[src/rtl/lps_pkg.sv]
package lps_pkg;

   typedef enum logic [2:0] {
      PS_NORMAL   = 3'd0,
      PS_AUTOHALT = 3'd1,
      PS_STOPGNT  = 3'd2,
      PS_SLEEP    = 3'd3,
      PS_DEEP     = 3'd4,
      PS_SETTLE   = 3'd5
   } pstate_e;

   localparam logic [2:0] CODE_DEEP = 3'd4;

   typedef struct packed {
      logic stop;
      logic halt;
      logic sleep;
   } req_t;

endpackage

[src/rtl/lps_sync.sv]
module lps_sync #(
   parameter int STAGES = 2,
   parameter int WIDTH  = 1
) (
   input  logic             clk_i,
   input  logic             rst_ni,
   input  logic [WIDTH-1:0] d_i,
   output logic [WIDTH-1:0] q_o
);

   generate
      if (STAGES < 2) begin : g_bad_stages
         $error("lps_sync: STAGES must be at least 2");
      end
   endgenerate

   logic [WIDTH-1:0] stg_q [STAGES];

   always_ff @(posedge clk_i or negedge rst_ni) begin
      if (!rst_ni) begin
         for (int i = 0; i < STAGES; i++) stg_q[i] <= '0;
      end else begin
         stg_q[0] <= d_i;
         for (int i = 1; i < STAGES; i++) stg_q[i] <= stg_q[i-1];
      end
   end

   assign q_o = stg_q[STAGES-1];

endmodule

[src/rtl/lps_clk_monitor.sv]
module lps_clk_monitor #(
   parameter int SYNC_STAGES = 2,
   parameter int IDLE_LIMIT  = 64,
   parameter int EDGE_SEL    = 0
) (
   input  logic clk_i,
   input  logic rst_ni,
   input  logic mon_clk_i,
   output logic running_o
);

   localparam int CW = $clog2(IDLE_LIMIT + 1);
   localparam logic [CW-1:0] LIM = CW'(IDLE_LIMIT);

   generate
      if (IDLE_LIMIT < 2) begin : g_bad_limit
         $error("lps_clk_monitor: IDLE_LIMIT must be at least 2");
      end
      if (EDGE_SEL != 0 && EDGE_SEL != 1) begin : g_bad_edge
         $error("lps_clk_monitor: EDGE_SEL must be 0 or 1");
      end
   endgenerate

   logic          smp;
   logic          smp_d;
   logic          edge_seen;
   logic [CW-1:0] idle_q;

   lps_sync #(.STAGES(SYNC_STAGES), .WIDTH(1)) u_sync (
      .clk_i  (clk_i),
      .rst_ni (rst_ni),
      .d_i    (mon_clk_i),
      .q_o    (smp)
   );

   always_ff @(posedge clk_i or negedge rst_ni) begin
      if (!rst_ni) smp_d <= 1'b0;
      else         smp_d <= smp;
   end

   generate
      if (EDGE_SEL == 0) begin : g_both
         assign edge_seen = smp ^ smp_d;
      end else begin : g_rise
         assign edge_seen = smp & ~smp_d;
      end
   endgenerate

   always_ff @(posedge clk_i or negedge rst_ni) begin
      if (!rst_ni)         idle_q <= '0;
      else if (edge_seen)  idle_q <= '0;
      else if (idle_q != LIM) idle_q <= idle_q + 1'b1;
   end

   assign running_o = (idle_q < LIM);

   AST_EDGE_REVIVES: assert property (@(posedge clk_i) disable iff (!rst_ni)
      edge_seen |=> running_o);
   AST_IDLE_HOLDS: assert property (@(posedge clk_i) disable iff (!rst_ni)
      (!running_o && !edge_seen) |=> !running_o);

endmodule

[src/rtl/lps_settle_timer.sv]
module lps_settle_timer #(
   parameter int CYCLES = 1000
) (
   input  logic clk_i,
   input  logic rst_ni,
   input  logic run_i,
   output logic done_o
);

   localparam int CW = (CYCLES < 2) ? 1 : $clog2(CYCLES);
   localparam logic [CW-1:0] LAST = CW'(CYCLES - 1);

   generate
      if (CYCLES < 1) begin : g_bad_cycles
         $error("lps_settle_timer: CYCLES must be at least 1");
      end
   endgenerate

   logic [CW-1:0] cnt_q;

   always_ff @(posedge clk_i or negedge rst_ni) begin
      if (!rst_ni)            cnt_q <= '0;
      else if (!run_i)        cnt_q <= '0;
      else if (cnt_q != LAST) cnt_q <= cnt_q + 1'b1;
   end

   assign done_o = run_i && (cnt_q == LAST);

   AST_TMR_BOUND: assert property (@(posedge clk_i) disable iff (!rst_ni)
      cnt_q <= LAST);
   AST_TMR_IDLE_CLEAR: assert property (@(posedge clk_i) disable iff (!rst_ni)
      !run_i |=> (cnt_q == '0));

endmodule

[src/rtl/lps_fsm.sv]
module lps_fsm
   import lps_pkg::*;
(
   input  logic    clk_i,
   input  logic    rst_ni,
   input  req_t    req_i,
   input  logic    bus_run_i,
   input  logic    irq_run_i,
   input  logic    settle_done_i,
   output logic    settle_run_o,
   output pstate_e state_o,
   output logic    viol_o
);

   pstate_e st_q, st_d;
   req_t    req_d;
   logic    viol_q, viol_set;
   logic    chg_stop, chg_halt, chg_sleep;

   always_comb begin
      st_d = st_q;
      unique case (st_q)
         PS_NORMAL:   if (req_i.stop) st_d = PS_STOPGNT;
                      else if (req_i.halt) st_d = PS_AUTOHALT;
         PS_AUTOHALT: if (req_i.stop) st_d = PS_STOPGNT;
                      else if (!req_i.halt) st_d = PS_NORMAL;
         PS_STOPGNT:  if (!req_i.stop) st_d = PS_NORMAL;
                      else if (req_i.sleep) st_d = PS_SLEEP;
         PS_SLEEP:    if (!req_i.sleep) st_d = PS_STOPGNT;
                      else if (!bus_run_i) st_d = PS_DEEP;
         PS_DEEP:     if (bus_run_i) st_d = PS_SETTLE;
         PS_SETTLE:   if (!bus_run_i) st_d = PS_DEEP;
                      else if (settle_done_i) st_d = PS_SLEEP;
         default:     st_d = PS_NORMAL;
      endcase
   end

   assign chg_stop  = req_i.stop  ^ req_d.stop;
   assign chg_halt  = req_i.halt  ^ req_d.halt;
   assign chg_sleep = req_i.sleep ^ req_d.sleep;

   always_comb begin
      viol_set = 1'b0;
      unique case (st_q)
         PS_AUTOHALT, PS_STOPGNT: viol_set = !irq_run_i;
         PS_SLEEP:  viol_set = chg_stop | chg_halt;
         PS_DEEP:   viol_set = chg_stop | chg_halt | chg_sleep | (bus_run_i & !irq_run_i);
         PS_SETTLE: viol_set = chg_stop | chg_halt | chg_sleep;
         default:   viol_set = 1'b0;
      endcase
   end

   always_ff @(posedge clk_i or negedge rst_ni) begin
      if (!rst_ni) begin
         st_q   <= PS_NORMAL;
         req_d  <= '0;
         viol_q <= 1'b0;
      end else begin
         st_q   <= st_d;
         req_d  <= req_i;
         viol_q <= viol_q | viol_set;
      end
   end

   assign settle_run_o = (st_q == PS_SETTLE);
   assign state_o      = st_q;
   assign viol_o       = viol_q;

   AST_SLEEP_ENTRY: assert property (@(posedge clk_i) disable iff (!rst_ni)
      (st_q == PS_SLEEP && $past(st_q) != PS_SLEEP) |->
      ($past(st_q) == PS_STOPGNT || $past(st_q) == PS_SETTLE));
   AST_DEEP_ON_STOP: assert property (@(posedge clk_i) disable iff (!rst_ni)
      (st_q == PS_SLEEP && req_i.sleep && !bus_run_i) |=> (st_q == PS_DEEP));
   AST_SETTLE_FULL: assert property (@(posedge clk_i) disable iff (!rst_ni)
      (st_q == PS_SLEEP && $past(st_q) == PS_SETTLE) |-> $past(settle_done_i));
   AST_IRQCLK_GUARD: assert property (@(posedge clk_i) disable iff (!rst_ni)
      ((st_q == PS_AUTOHALT || st_q == PS_STOPGNT) && !irq_run_i) |=> viol_q);
   AST_RESTART_GUARD: assert property (@(posedge clk_i) disable iff (!rst_ni)
      (st_q == PS_DEEP && bus_run_i && !irq_run_i) |=> viol_q);
   AST_FLAG_STICKY: assert property (@(posedge clk_i) disable iff (!rst_ni)
      viol_q |=> viol_q);

endmodule

[src/rtl/lps_sequencer.sv]
module lps_sequencer
   import lps_pkg::*;
#(
   parameter int SYNC_STAGES = 2,
   parameter int IDLE_LIMIT  = 64,
   parameter int EDGE_SEL    = 0,
   parameter int REF_KHZ     = 100000,
   parameter int SETTLE_US   = 1000
) (
   input  logic       clk_i,
   input  logic       rst_ni,
   input  logic       stop_req_i,
   input  logic       halt_i,
   input  logic       sleep_req_i,
   input  logic       bus_clk_i,
   input  logic       irq_clk_i,
   output logic [2:0] state_o,
   output logic       l2_clk_en_o,
   output logic       snoop_en_o,
   output logic       irq_latch_en_o,
   output logic       viol_o
);

   localparam int SETTLE_CYCLES = (REF_KHZ * SETTLE_US) / 1000;

   generate
      if (SETTLE_CYCLES < 1) begin : g_bad_settle
         $error("lps_sequencer: settling interval rounds to zero cycles");
      end
   endgenerate

   logic [2:0] req_raw, req_sync;
   req_t       req;
   logic       bus_run, irq_run, settle_run, settle_done;
   pstate_e    st;

   assign req_raw = {stop_req_i, halt_i, sleep_req_i};

   lps_sync #(.STAGES(SYNC_STAGES), .WIDTH(3)) u_req_sync (
      .clk_i  (clk_i),
      .rst_ni (rst_ni),
      .d_i    (req_raw),
      .q_o    (req_sync)
   );

   assign req = req_t'(req_sync);

   lps_clk_monitor #(.SYNC_STAGES(SYNC_STAGES), .IDLE_LIMIT(IDLE_LIMIT),
                     .EDGE_SEL(EDGE_SEL)) u_bus_mon (
      .clk_i     (clk_i),
      .rst_ni    (rst_ni),
      .mon_clk_i (bus_clk_i),
      .running_o (bus_run)
   );

   lps_clk_monitor #(.SYNC_STAGES(SYNC_STAGES), .IDLE_LIMIT(IDLE_LIMIT),
                     .EDGE_SEL(EDGE_SEL)) u_irq_mon (
      .clk_i     (clk_i),
      .rst_ni    (rst_ni),
      .mon_clk_i (irq_clk_i),
      .running_o (irq_run)
   );

   lps_settle_timer #(.CYCLES(SETTLE_CYCLES)) u_settle (
      .clk_i  (clk_i),
      .rst_ni (rst_ni),
      .run_i  (settle_run),
      .done_o (settle_done)
   );

   lps_fsm u_fsm (
      .clk_i         (clk_i),
      .rst_ni        (rst_ni),
      .req_i         (req),
      .bus_run_i     (bus_run),
      .irq_run_i     (irq_run),
      .settle_done_i (settle_done),
      .settle_run_o  (settle_run),
      .state_o       (st),
      .viol_o        (viol_o)
   );

   assign state_o        = (st == PS_SETTLE) ? CODE_DEEP : 3'(st);
   assign l2_clk_en_o    = !(st == PS_DEEP || st == PS_SETTLE);
   assign snoop_en_o     = !(st == PS_SLEEP || st == PS_DEEP || st == PS_SETTLE);
   assign irq_latch_en_o = snoop_en_o;

   AST_L2_HELD_OFF: assert property (@(posedge clk_i) disable iff (!rst_ni)
      (!l2_clk_en_o && bus_run && !settle_done) |=> !l2_clk_en_o);
   AST_SNOOP_ON_AWAKE: assert property (@(posedge clk_i) disable iff (!rst_ni)
      (state_o == 3'd1 || state_o == 3'd2) |-> (snoop_en_o && l2_clk_en_o));

endmodule

[config.mk]
export PLATFORM = sky130hd
export DESIGN_NAME = lps_sequencer
export DESIGN_NICKNAME = d
export VERILOG_FILES = /design/src/rtl/lps_pkg.sv /design/src/rtl/lps_sync.sv /design/src/rtl/lps_clk_monitor.sv /design/src/rtl/lps_settle_timer.sv /design/src/rtl/lps_fsm.sv /design/src/rtl/lps_sequencer.sv
export SDC_FILE = /design/constraint.sdc
export NUM_CORES = 1
export LEC_CHECK = 0
export ABC_CLOCK_PERIOD_IN_PS = 1950
export CORE_UTILIZATION = 58
export CTS_CLUSTER_DIAMETER = 60
export DETAILED_ROUTE_END_ITERATION = 12
export GPL_TIMING_DRIVEN = 0
export MAX_ROUTING_LAYER = met4
export PLACE_DENSITY = 0.82
export SYNTH_ARGS = -nofsm -noshare
export SYNTH_HDL_FRONTEND = slang
export SYNTH_SLANG_ARGS = --single-unit
export TNS_END_PERCENT = 30
[constraint.sdc]
create_clock -name clk_i -period 1.95 [get_ports clk_i]
set_input_delay 0.195 -clock clk_i [delete_from_list [all_inputs] [get_ports clk_i]]
set_output_delay 0.195 -clock clk_i [all_outputs]
set_load 0.02 [all_outputs]
==> results of run 1 <==
[final cells by class]
cell class,instances,area (µm²)
Multi-Input combinational cell,154,1040
Clock inverter,3,21.3
Inverter,10,37.5
Fill cell,286,1100
Tap cell,48,60.1
Buffer,5,33.8
Clock buffer,5,68.8
Timing Repair Buffer,16,158
Sequential cell,50,1250
[cell families (layout without fill, tap and decap cells)]
logic type	after synthesis	after routing	synth area share, %
buffers and inverters	17	39	3.21
AND/OR/NAND/NOR	92	92	22.4
AO/OA/AOI/OAI	27	27	6.78
XOR/XNOR	26	26	9.72
flip-flops	50	50	53.4
adder cells (fa/ha/maj)	5	5	2.67
multiplexers	4	4	1.76
[power groups by stage]
stage	registers, mW	logic [mW]	clock network, mW
after floorplan	1.17	0.452	0
after global placement	1.18	0.652	0
after detailed placement	1.18	0.680	0
after CTS	1.22	0.609	0.616
after global routing	1.23	0.675	0.660
final	1.22	0.611	0.588
[worst max-delay path, cell delays in order, from the launching register on]
cell	delay (ns)
dfrtp_1	0.42
ha_2	0.22
and4_2	0.20
and4_1	0.23
o211ai_1	0.31
mux2_2	0.37
[how the worst min path moves through the flow]
| stage | from | endpoint | slack, ns |
|---|---|---|---|
| finish | stop_req_i | u_req_sync.stg_q[5] | 0.32 |
| global route | bus_clk_i | u_bus_mon.u_sync.stg_q[1] | 0.31 |
| CTS | stop_req_i | u_req_sync.stg_q[5] | 0.31 |
| detailed placement | rst_ni | u_req_sync.q_o[2] | 0.21 |
| global placement | u_irq_mon.u_sync.stg_q[1] | u_irq_mon.u_sync.q_o | 0.33 |
| floorplan | rst_ni | u_bus_mon.idle_q[0] | -0.10 |
[layer usage]
metal | global-route usage [%] | vias up | part of all wire (%)
li1 | - | 812 | -
met1 | 27.3 | 790 | 46
met2 | 36.2 | 39 | 48
met3 | 5.21 | 7 | 4.1
met4 | 9.78 | 0 | 1.4
met5 | - | - | 0
[cells in the mapped netlist (all sizes together), types with 2 or more instances]
| library cell | count |
|---|---|
| or4 | 3 |
| o21ai | 7 |
| a21oi | 11 |
| o211ai | 2 |
| nor4b | 2 |
| ha | 5 |
| nand4 | 3 |
| buf | 2 |
| xnor2 | 14 |
| clkbuf | 5 |
| and4 | 2 |
| nor2 | 29 |
| nor2b | 3 |
| nand3 | 11 |
| nand2 | 9 |
| or3 | 3 |
| dfrtp | 50 |
| xor2 | 12 |
| nor3b | 4 |
| nor3 | 6 |
| inv | 10 |
| and3 | 5 |
| nor4bb | 3 |
| mux2i | 3 |
| a211oi | 2 |
| nand2b | 3 |
| nor4 | 3 |
[sequential cells by signal, indices dropped and copies added, names as in the netlist]
| name | count |
|---|---|
| u_bus_mon.idle_q | 7 |
| u_bus_mon.smp_d | 1 |
| u_bus_mon.u_sync.q_o | 1 |
| u_bus_mon.u_sync.stg_q | 1 |
| u_fsm.req_d | 3 |
| u_fsm.state_o | 3 |
| u_fsm.viol_o | 1 |
| u_irq_mon.idle_q | 7 |
| u_irq_mon.smp_d | 1 |
| u_irq_mon.u_sync.q_o | 1 |
| u_irq_mon.u_sync.stg_q | 1 |
| u_req_sync.q_o | 3 |
| u_req_sync.stg_q | 3 |
| u_settle.cnt_q | 17 |
[cells in the final DEF (no fill, tap or decap), drive strengths merged, types with 7 or more instances in the layout]
| master | n |
|---|---|
| nand2 | 9 |
| o21ai | 7 |
| a21oi | 11 |
| clkdlybuf4s50 | 8 |
| nand3 | 11 |
| xor2 | 12 |
| xnor2 | 14 |
| dfrtp | 50 |
| nor2 | 29 |
| clkbuf | 8 |
| inv | 10 |
[timing repair]
item | in CTS | in global routing
endpoints found under the hold margin | 23 | 0
hold buffers | 1 | 0
pin swaps | 0 | 1
resized for setup | 9 | 5
setup buffers | 0 | 1
setup endpoints to repair | 5 | 4
==> reports/metrics.yaml, run 1 <==
layout:
  fin_util_pct: 70.8
  syn2layout_area_growth_pct: 13.9
  fin_nets: 254
  drive_gt1_share_pct: 11.9
  antenna_cells: 0
  final_area_um2: 2670
  fin_cells: 291
critical_path:
  critPathMaxFanout: 5
  critPathLaunchType: "flop"
  r2r_end: "u_fsm.state_o[2]"
  crit_required_ns: 2.15
  worst-setup-path-type: "flop to flop"
  crit_path_start: "u_settle.cnt_q[0]"
  endpoint: "u_fsm.state_o[2]"
  cp_data_arrival_time_ns: 2.06
  endpoint_kind: "flop"
  rrSetupSlack_ns: 0.09
  r2r_start: "u_settle.cnt_q[0]"
  reg2reg_depth: 5
global_route:
  grt_first_pass_wirelength_mm: 6.95
  antenna_found_initial: 0
  grt_max_degree: 28
  track_usage_pct: 22.6
  grt_pass1_vias: 1570
  grt_overflow_total: 0
floorplan:
  dieArea_um2: 4300
  start_util_pct: 62.1
  die_x_um: 65.6
  die_h_um: 65.6
  core-area_um2: 3770
  rows: 22
  io_pins: 14
detailed_routing:
  drc: 0
  wl_per_cell_um: 13.7
  via_per_inst: 5.66
  first_pass_iters: 4
  vias: 1648
  ant_nets: 0
  drt_iter0_markers: 118
  wl_mm: 3.99
worst_hold_path:
  hold_depth: 1
  hold_path.class: "input pin to flop"
logic_synthesis:
  syn_area_per_cell_um2: 10.6
  ys_ff_latch: 50
  synth_top_area_cell: "dfrtp_1"
  yosysWarnings: 0
  syn-num-nets: 233
  synth_cell_types: 42
  synth-edff-count: 0
  netlist_instances: 221
  yosysSeqAreaShare_pct: 53.4
  synth_top_area_share_pct: 53.4
  ys_async_sr_fraction_pct: 100
  synth_area_um2: 2340
  synthTopCellsByArea: "dfrtp_1 53%, xnor2_1 5.2%, nor2_1 4.6%, xor2_1 4.5%, ha_1 2.7%"
  ys.flop_type: "dfrtp_1"
placement:
  dp_worst_setup_slack_ns: -0.183
  gp_congestion: 0.870
  place_area_um2: 2550
  io_buffer_count: 13
  dp_cells: 283
  hpwl_mm: 2.83
clock_network:
  cts_tree: "yes"
  root_buffer: "clkbuf_8"
  htree_levels: 2
  clock_latency_ns: 0.30
  path_clk_slew_ns: 0.09
  cts-buffers-inserted: 5
  clock_sinks: 50
  clockBufferDepth: 2
power:
  switchingPower_uw: 769
  power_leakage_nw: 1.08
  swShare_pct: 31.7
  p_per_area_nw_per_um2: 907
  power_frac_comb_pct: 25.2
  peakVddDrop_mv: 0.622
  p_clk_share_pct: 24.3
  internal_power_mw: 1.65
  sequentialPowerShare_pct: 50.5
  total_power_mw: 2.42
flow_run:
  max_cap_viol_count: 0
sta:
  slew_violations: 0
  hold_viol: 0
  tns_ns: 0
  fin_ws_ns: 0.0870
  setup_viol: 0
  rsz0062_at_grt: "yes"
  clock_skew_ns: 0.00601
  hold_slack_ns: 0.323
  worst_pin_slew_ns: 0.545
  max_slew_margin_pct: 63.7
  fin_crit_sh_pct: 95.5
  fmax_mhz: 537
  min_period_ns: 1.86
run_status:
  status: "finished clean"
Power figures use the tool's default switching activity.
==> inputs of run 2 (changes only) <==
--- a/config.mk
+++ b/config.mk
@@ -12,6 +12,7 @@
 export GPL_TIMING_DRIVEN = 0
 export MAX_ROUTING_LAYER = met4
 export PLACE_DENSITY = 0.82
+export SLEW_MARGIN = 20
 export SYNTH_ARGS = -nofsm -noshare
 export SYNTH_HDL_FRONTEND = slang
 export SYNTH_SLANG_ARGS = --single-unit
==> results of run 2 <==
No change in the layout: final DEF, timing and power equal those of run 1.
